<file path="src/rtl/lpm_pkg.sv">
package lpm_pkg;

  localparam int IDLE_BIT = 0;
  localparam int DOWN_BIT = 1;

  typedef enum logic [1:0] {
    LPM_RUN  = 2'b00,
    LPM_IDLE = 2'b01,
    LPM_DOWN = 2'b10
  } lpm_mode_e;

endpackage

</file>
<file path="src/rtl/lpm_rst_sync.sv">
module lpm_rst_sync #(
  parameter int STAGES = 2
) (
  input  logic clk,
  input  logic rst_n_in,
  output logic rst_n_out
);

  localparam int LAST = STAGES - 1;

  logic [LAST:0] chain_q;
  logic [LAST:0] chain_d;

  generate
    if (STAGES > 1) begin : g_multi
      always_comb chain_d = {chain_q[LAST-1:0], 1'b1};
    end else begin : g_single
      always_comb chain_d = 1'b1;
    end
  endgenerate

  always_ff @(posedge clk or negedge rst_n_in) begin
    if (!rst_n_in) chain_q <= '0;
    else           chain_q <= chain_d;
  end

  assign rst_n_out = chain_q[LAST];

endmodule

</file>
<file path="src/rtl/lpm_ctrl_reg.sv">
module lpm_ctrl_reg
  import lpm_pkg::*;
#(
  parameter int REG_W = 8
) (
  input  logic             clk,
  input  logic             rst_n,
  input  logic             wr_en,
  input  logic [REG_W-1:0] wdata,
  input  logic             wake_clr,
  output logic [REG_W-1:0] q
);

  logic [REG_W-1:0] q_nxt;
  logic             q_load;

  // Next-state: software write has priority over the idle self-clear.
  always_comb begin
    q_nxt  = q;
    q_load = 1'b0;
    if (wr_en) begin
      q_nxt  = wdata;
      q_load = 1'b1;
    end else if (wake_clr) begin
      q_nxt[IDLE_BIT] = 1'b0;
      q_load          = 1'b1;
    end
  end

  always_ff @(posedge clk or negedge rst_n) begin
    if (!rst_n)      q <= '0;
    else if (q_load) q <= q_nxt;
  end

endmodule

</file>
<file path="src/rtl/lpm_mode_decode.sv">
module lpm_mode_decode
  import lpm_pkg::*;
(
  input  logic [1:0] mode_bits,
  output lpm_mode_e  mode
);

  // Deeper sleep wins when both request bits are set.
  always_comb begin
    if (mode_bits[DOWN_BIT])      mode = LPM_DOWN;
    else if (mode_bits[IDLE_BIT]) mode = LPM_IDLE;
    else                          mode = LPM_RUN;
  end

endmodule

</file>
<file path="src/rtl/lpm_clk_ctrl.sv">
module lpm_clk_ctrl
  import lpm_pkg::*;
(
  input  lpm_mode_e mode,
  input  logic      irq_pending,
  output logic      cpu_en,
  output logic      periph_en,
  output logic      retain,
  output logic      wake_clr
);

  always_comb begin
    cpu_en    = 1'b1;
    periph_en = 1'b1;
    retain    = 1'b0;
    wake_clr  = 1'b0;
    case (mode)
      LPM_IDLE: begin
        cpu_en   = 1'b0;
        retain   = 1'b1;
        wake_clr = irq_pending;
      end
      LPM_DOWN: begin
        cpu_en    = 1'b0;
        periph_en = 1'b0;
        retain    = 1'b1;
      end
      default: ;
    endcase
  end

endmodule

</file>
<file path="src/rtl/lpm_power_ctrl.sv">
module lpm_power_ctrl
  import lpm_pkg::*;
#(
  parameter int REG_W      = 8,
  parameter int RST_STAGES = 2
) (
  input  logic             clk,
  input  logic             rst_n,
  input  logic             reg_wr_en,
  input  logic [REG_W-1:0] reg_wdata,
  output logic [REG_W-1:0] reg_rdata,
  input  logic             irq_pending,
  output logic             cpu_clk_en,
  output logic             periph_clk_en,
  output logic             ram_retain
);

  logic             rst_sync_n;
  logic [REG_W-1:0] ctrl_q;
  logic             wake_clr;
  lpm_mode_e        mode;

  lpm_rst_sync #(.STAGES(RST_STAGES)) u_rst_sync (
    .clk       (clk),
    .rst_n_in  (rst_n),
    .rst_n_out (rst_sync_n)
  );

  lpm_ctrl_reg #(.REG_W(REG_W)) u_ctrl_reg (
    .clk      (clk),
    .rst_n    (rst_sync_n),
    .wr_en    (reg_wr_en),
    .wdata    (reg_wdata),
    .wake_clr (wake_clr),
    .q        (ctrl_q)
  );

  lpm_mode_decode u_decode (
    .mode_bits (ctrl_q[1:0]),
    .mode      (mode)
  );

  lpm_clk_ctrl u_clk_ctrl (
    .mode        (mode),
    .irq_pending (irq_pending),
    .cpu_en      (cpu_clk_en),
    .periph_en   (periph_clk_en),
    .retain      (ram_retain),
    .wake_clr    (wake_clr)
  );

  assign reg_rdata = ctrl_q;

endmodule

</file>
<file path="config.mk">
export PLATFORM = sky130hd
export DESIGN_NAME = lpm_power_ctrl
export DESIGN_NICKNAME = d
export VERILOG_FILES = /design/src/rtl/lpm_pkg.sv /design/src/rtl/lpm_rst_sync.sv /design/src/rtl/lpm_ctrl_reg.sv /design/src/rtl/lpm_mode_decode.sv /design/src/rtl/lpm_clk_ctrl.sv /design/src/rtl/lpm_power_ctrl.sv
export SDC_FILE = /design/constraint.sdc
export NUM_CORES = 1
export LEC_CHECK = 0
export CAP_MARGIN = 15
export CORE_AREA = 2 2 39 41
export DETAILED_ROUTE_END_ITERATION = 10
export DIE_AREA = 0 0 41 43
export DONT_BUFFER_PORTS = 1
export MAX_ROUTING_LAYER = met4
export SYNTH_ARGS = -nofsm -noshare
export SYNTH_HDL_FRONTEND = slang
export SYNTH_SLANG_ARGS = --single-unit
export TNS_END_PERCENT = 10
</file>
<file path="constraint.sdc">
create_clock -name clk -period 0.9 [get_ports clk]
set_input_delay 0.045 -clock clk [delete_from_list [all_inputs] [get_ports clk]]
set_output_delay 0.045 -clock clk [all_outputs]
set_load 0.05 [all_outputs]
</file>
* Word level (Yosys, flattened, before mapping) *
Index checks and enable logic that the tools add are counted.

word-level totals
  logic and storage cells = 19
  memory bits (writable) = 0
  bits in latches = 0
  memories = 0
  output and inout port bits = 11
  input bits = 12
  bits in registers = 10
  ROM bits = 0

cells by class
  add/subtract/negate cells = 0
  reductions and logical operators = 4
  bitwise operators = 0
  divide/modulo/power cells = 0
  magnitude comparators = 0
  shift-type cells = 0
  eq/ne operators = 2
  $mul = 0
  muxes and demuxes = 10

operator list
  cell                                                                   number
  1-bit two-way mux                                                      9
  2-bit AND reduction                                                    2
  2-bit by 1-bit equality test with 1-bit output, second input constant  1
  2-bit equality test, second input constant                             1
  2-bit two-way mux                                                      1
  2-bit nonzero test                                                     1
  2-bit OR reduction                                                     1

* Longest topological paths before layout *
  depth after elaboration = 7
  depth in mapped cells = 3
  gate-level depth less buffers = 2

* Modules after synthesis *
Synthesis repeated with hierarchy kept, for this count alone.

second synthesis, totals
  cells, all modules = 30
  area, all modules = 450.4 um2

modules (own cells, without submodules)
  module           area an instance (um2)  cells an instance  sequential area each (um2)  times used
  lpm_ctrl_reg     329.1                   18                 200.2                       1
  lpm_rst_sync     53.8                    3                  50.0                        1
  lpm_clk_ctrl     46.3                    7                  0.0                         1
  lpm_mode_decode  21.3                    2                  0.0                         1

* Least setup slack after synthesis *
Ideal clock, no wire load.

  path kind = register to output
  start = reg u_ctrl_reg.q[1]
  end = out cpu_clk_en
  stages on the path, launching flop included = 3
  required time = 0.855 ns
  setup slack = -0.573 ns
  data arrival time = 1.428 ns
  path buffers = 0
  cell sequence = dfrtp_1 -> or2_2 -> inv_1

between the ends
  cells in the longest elaborated chain, start to end = 4
  elaborated cells between the ends (all ways) = 5
  classes of those cells = 2 x eq/ne; 2 x mux; 1 x reduce/logical

RTL lines
  what                                                                                          line                   RTL
  start, declared                                                                               lpm_ctrl_reg.sv:11     output logic [REG_W-1:0] q
  start signal, assigned                                                                        lpm_ctrl_reg.sv:32     else if (q_load) q <= q_nxt;
  2-bit two-way mux (*)                                                                         lpm_mode_decode.sv:10  if (mode_bits[DOWN_BIT]) mode = LPM_DOWN;
  2-bit equality test / 2-bit by 1-bit equality test with 1-bit output (equally long branches)  lpm_clk_ctrl.sv:17     case (mode)
  2-bit OR reduction (no line) (*)                                                              n/a
  1-bit two-way mux (*)                                                                         lpm_clk_ctrl.sv:17
  end, declared                                                                                 lpm_power_ctrl.sv:13   output logic cpu_clk_en,

Mark *: on every way between the ends. The rest lies on a longest branch, timed or not.

* Final worst setup path *
Same ends and word-level chain as after synthesis.

==> flow_metrics.env <==
export IMPL_timing_final_max_slew_violations=0
export IMPL_numCtsBuffers=3
export IMPL_fp_dieH_um=43
export IMPL_layout_drive_gt1_share=0.500
export IMPL_flow_area_growth_from_synthesis_pct=65.8
export IMPL_grt_use_total=0.100
export IMPL_power_static_leakage_uw=0.000312
export IMPL_grt_most_used_layer="met2"
export IMPL_worst_path_max_delay_cell="dfrtp_2"
export IMPL_detailroute_via_count=278
export IMPL_finish_instance_area_um2=662
export IMPL_wire_per_inst_um=11.0
export IMPL_drt_pass1_iterations=2
export IMPL_globalRouteOverflowTotal=0
export IMPL_initial_utilization=0.288
export IMPL_dp_hpwl_um=576
export IMPL_unrepaired_setup_endpoints_after_global_routing="yes"
export IMPL_worst_clock_skew_ps=1.67
export IMPL_ant_nets=0
export IMPL_timing_slew_headroom=0.663
export IMPL_grt_pass1_wl_mm=1.11
export IMPL_post_synth_top_area_fraction=0.627
export IMPL_finalPower_uw=1210
export IMPL_initial_antenna_violation_count=0
export IMPL_final_util=0.478
export IMPL_gp_routability_congestion=0.581
export IMPL_vdd_drop_max_mv=0.939
export IMPL_outcome="finished with violations"
export IMPL_clock_sinks=10
export IMPL_io_pins=23
export IMPL_n_antenna_cell=0
export IMPL_clkLatencyLatePin_ps=250
export IMPL_post_synthesis_cells=27
export IMPL_clock_tree_buffer_depth=2
export IMPL_synth_fp_nets=39
export IMPL_drc=0
export IMPL_worstMarginPinSlew_ps=505
export IMPL_cp_cell_sequence="or2_4, clkinvlp_4"
export IMPL_netlist_area_before_placement_um2=399
export IMPL_synth_area_per_cell_um2=14.8
export IMPL_design_die_area_um2=1760
export IMPL_detailedPlace_worstSlack_ps=-10.4
export IMPL_ys_types=11
export IMPL_clk_pin_slew_worst_paths_ps=60
export IMPL_min_period_over_period=1.27
export IMPL_htree_levels=1
export IMPL_worst_ep_arrival_time_ps=1100
export IMPL_yosysSeqAreaShare=0.627
export IMPL_worst_min_path_class="input port to async pin"
export IMPL_detailed_place_area_um2=495
export IMPL_clock_tree_from_tritoncts="done"
export IMPL_detailedRoute_firstIterationViolations=6
export IMPL_max_freq_mhz=873
export IMPL_violations_in_the_final_reports="setup timing"
export IMPL_grt_met1_usage=0.0878
export IMPL_nets=64
export IMPL_report_final_hold_viol_count=0
export IMPL_die_x_um=41
export IMPL_core_area_um2=1380
export IMPL_totalWireLength_um=727
export IMPL_cts_root_buffer="clkbuf_4"
export IMPL_synth_area_leader_cell="dfrtp_1"
export IMPL_maximum_fanout_along_the_worst_path=2
export IMPL_grt_max_degree=11
export IMPL_synth_seq_cells=10
export IMPL_n_fill_cell=127
export IMPL_timing_critical_path_to_type="primary output"
export IMPL_timing_critical_path_from_type="flop"
export IMPL_grt_met3_usage=0.0471
export IMPL_worst_ep_required_time_ps=850
export IMPL_routed_vias_inst=4.21
export IMPL_layout_min_cycle_time_ps=1150
export IMPL_path_class="flop to primary output"
export IMPL_via_count_of_the_first_global_routing_pass=283
export IMPL_setup_viol=4
export IMPL_max_cap_viol_count=0
export IMPL_ys_warnings_count=0
export IMPL_final_setup_worst_slack_ps=-246
export IMPL_use_met2=0.172
export IMPL_worst_hold_slack_ps=20.7
export IMPL_number_of_standard_cell_rows_in_the_floorplan=14
export IMPL_p_per_area_nw_per_um2=1830
export IMPL_numPortBuffers=0
export IMPL_yosys_top_cells_area="dfrtp_1 (63%), mux2_4 (23%), buf_6 (2.8%)"
export IMPL_critical_path_max_stage_delay_ps=400
critical path: cells and delay by family, from the launching register on:
kind | cells | cell delay, ps
buffers and inverters | 1 | 190
flip-flops | 1 | 400
AND/OR/NAND/NOR | 1 | 260
repair_timing:
item / 4_1_cts / 5_1_grt
gates resized for setup: 3 / 7
setup endpoints to repair: 4 / 18
gates cloned: 0 / 0
hold endpoints to repair: 10 / 0
setup buffers: 1 / 0
hold buffers: 10 / 0
pin swaps: 1 / 0
power breakdown:
part           switching (µW)  internal (µW)
clock network             125            153
registers                31.4            491
logic                     239            171
routing by layer:
layer | up-vias | part of all wire | wire length [µm]
li1 | 133 | - | -
met2 | 11 | 0.54 | 394
met3 | 0 | 0.094 | 68
met4 | 0 | 0 | 0
met5 | - | 0 | 0
met1 | 134 | 0.36 | 264
metrics by stage:
| stage | instances | TNS, ps |
|---|---|---|
| 2_1_floorplan | 27 | -1090 |
| 3_3_place_gp | 52 | -5.35 |
| 3_5_place_dp | 52 | -15.7 |
| 4_1_cts | 66 | -2150 |
| 5_1_grt | 66 | -907 |
| 6_report | 66 | -738 |
layout make-up:
type | instances | area (µm²) | share of cell area
tap | 16 | 20.0 | 0.0302
sequential | 10 | 253 | 0.382
inverter | 2 | 15.0 | 0.0227
multi-input combinational | 14 | 133 | 0.200
clock buffer | 3 | 22.5 | 0.0340
timing repair buffer | 21 | 219 | 0.331
cells in the final DEF (no fill, tap or decap):
cell type and n:
dlygate4sd3_1 9, dfrtp_1 8, buf_6 7, mux2_4 6, clkbuf_4 3, buf_4 3
clkinvlp_4 2, nand2_1 2, o21ai_1 2, dfrtp_2 2, nor2b_1 1, nand2b_1 1
or2_4 1, dlymetal6s4s_1 1, buf_8 1, conb_1 1
kinds of logic (layout without fill, tap and decap cells):
group | Yosys count | after routing | share of synthesized area
buffers and inverters | 3 | 26 | 0.0470
multiplexers | 6 | 6 | 0.226
AND/OR/NAND/NOR | 5 | 5 | 0.0659
flip-flops | 10 | 10 | 0.627
other | 1 | 1 | 0.00940
AO/OA/AOI/OAI | 2 | 2 | 0.0251
path summary, 6_finish.rpt:
kind	start	cells past startpoint	to	slack [ps]
hold reg to reg	u_rst_sync.chain_q[1]	0	u_ctrl_reg.q[3]	120
setup reg to reg	u_ctrl_reg.q[1]	3	u_ctrl_reg.q[0]	40
max in group asynchronous	u_rst_sync.chain_q[1]	0	u_ctrl_reg.q[1]	520
setup / recovery	u_ctrl_reg.q[1]	2	cpu_clk_en	-250
hold / removal	rst_n	1	u_rst_sync.chain_q[0]	20
min in group clk	irq_pending	2	u_ctrl_reg.q[0]	30
cells in the mapped netlist:
cell,count
dfrtp_1,10
mux2_4,6
inv_1,2
nand2_1,2
buf_6,1
conb_1,1
nand2b_1,1
nor2b_1,1
o21ai_0,1
o21ai_1,1
or2_2,1
state kept, by name, summed over array words and instances, names as in the netlist:
register / cells
u_rst_sync.chain_q: 2
u_ctrl_reg.q: 8
Power figures use the tool's default switching activity.
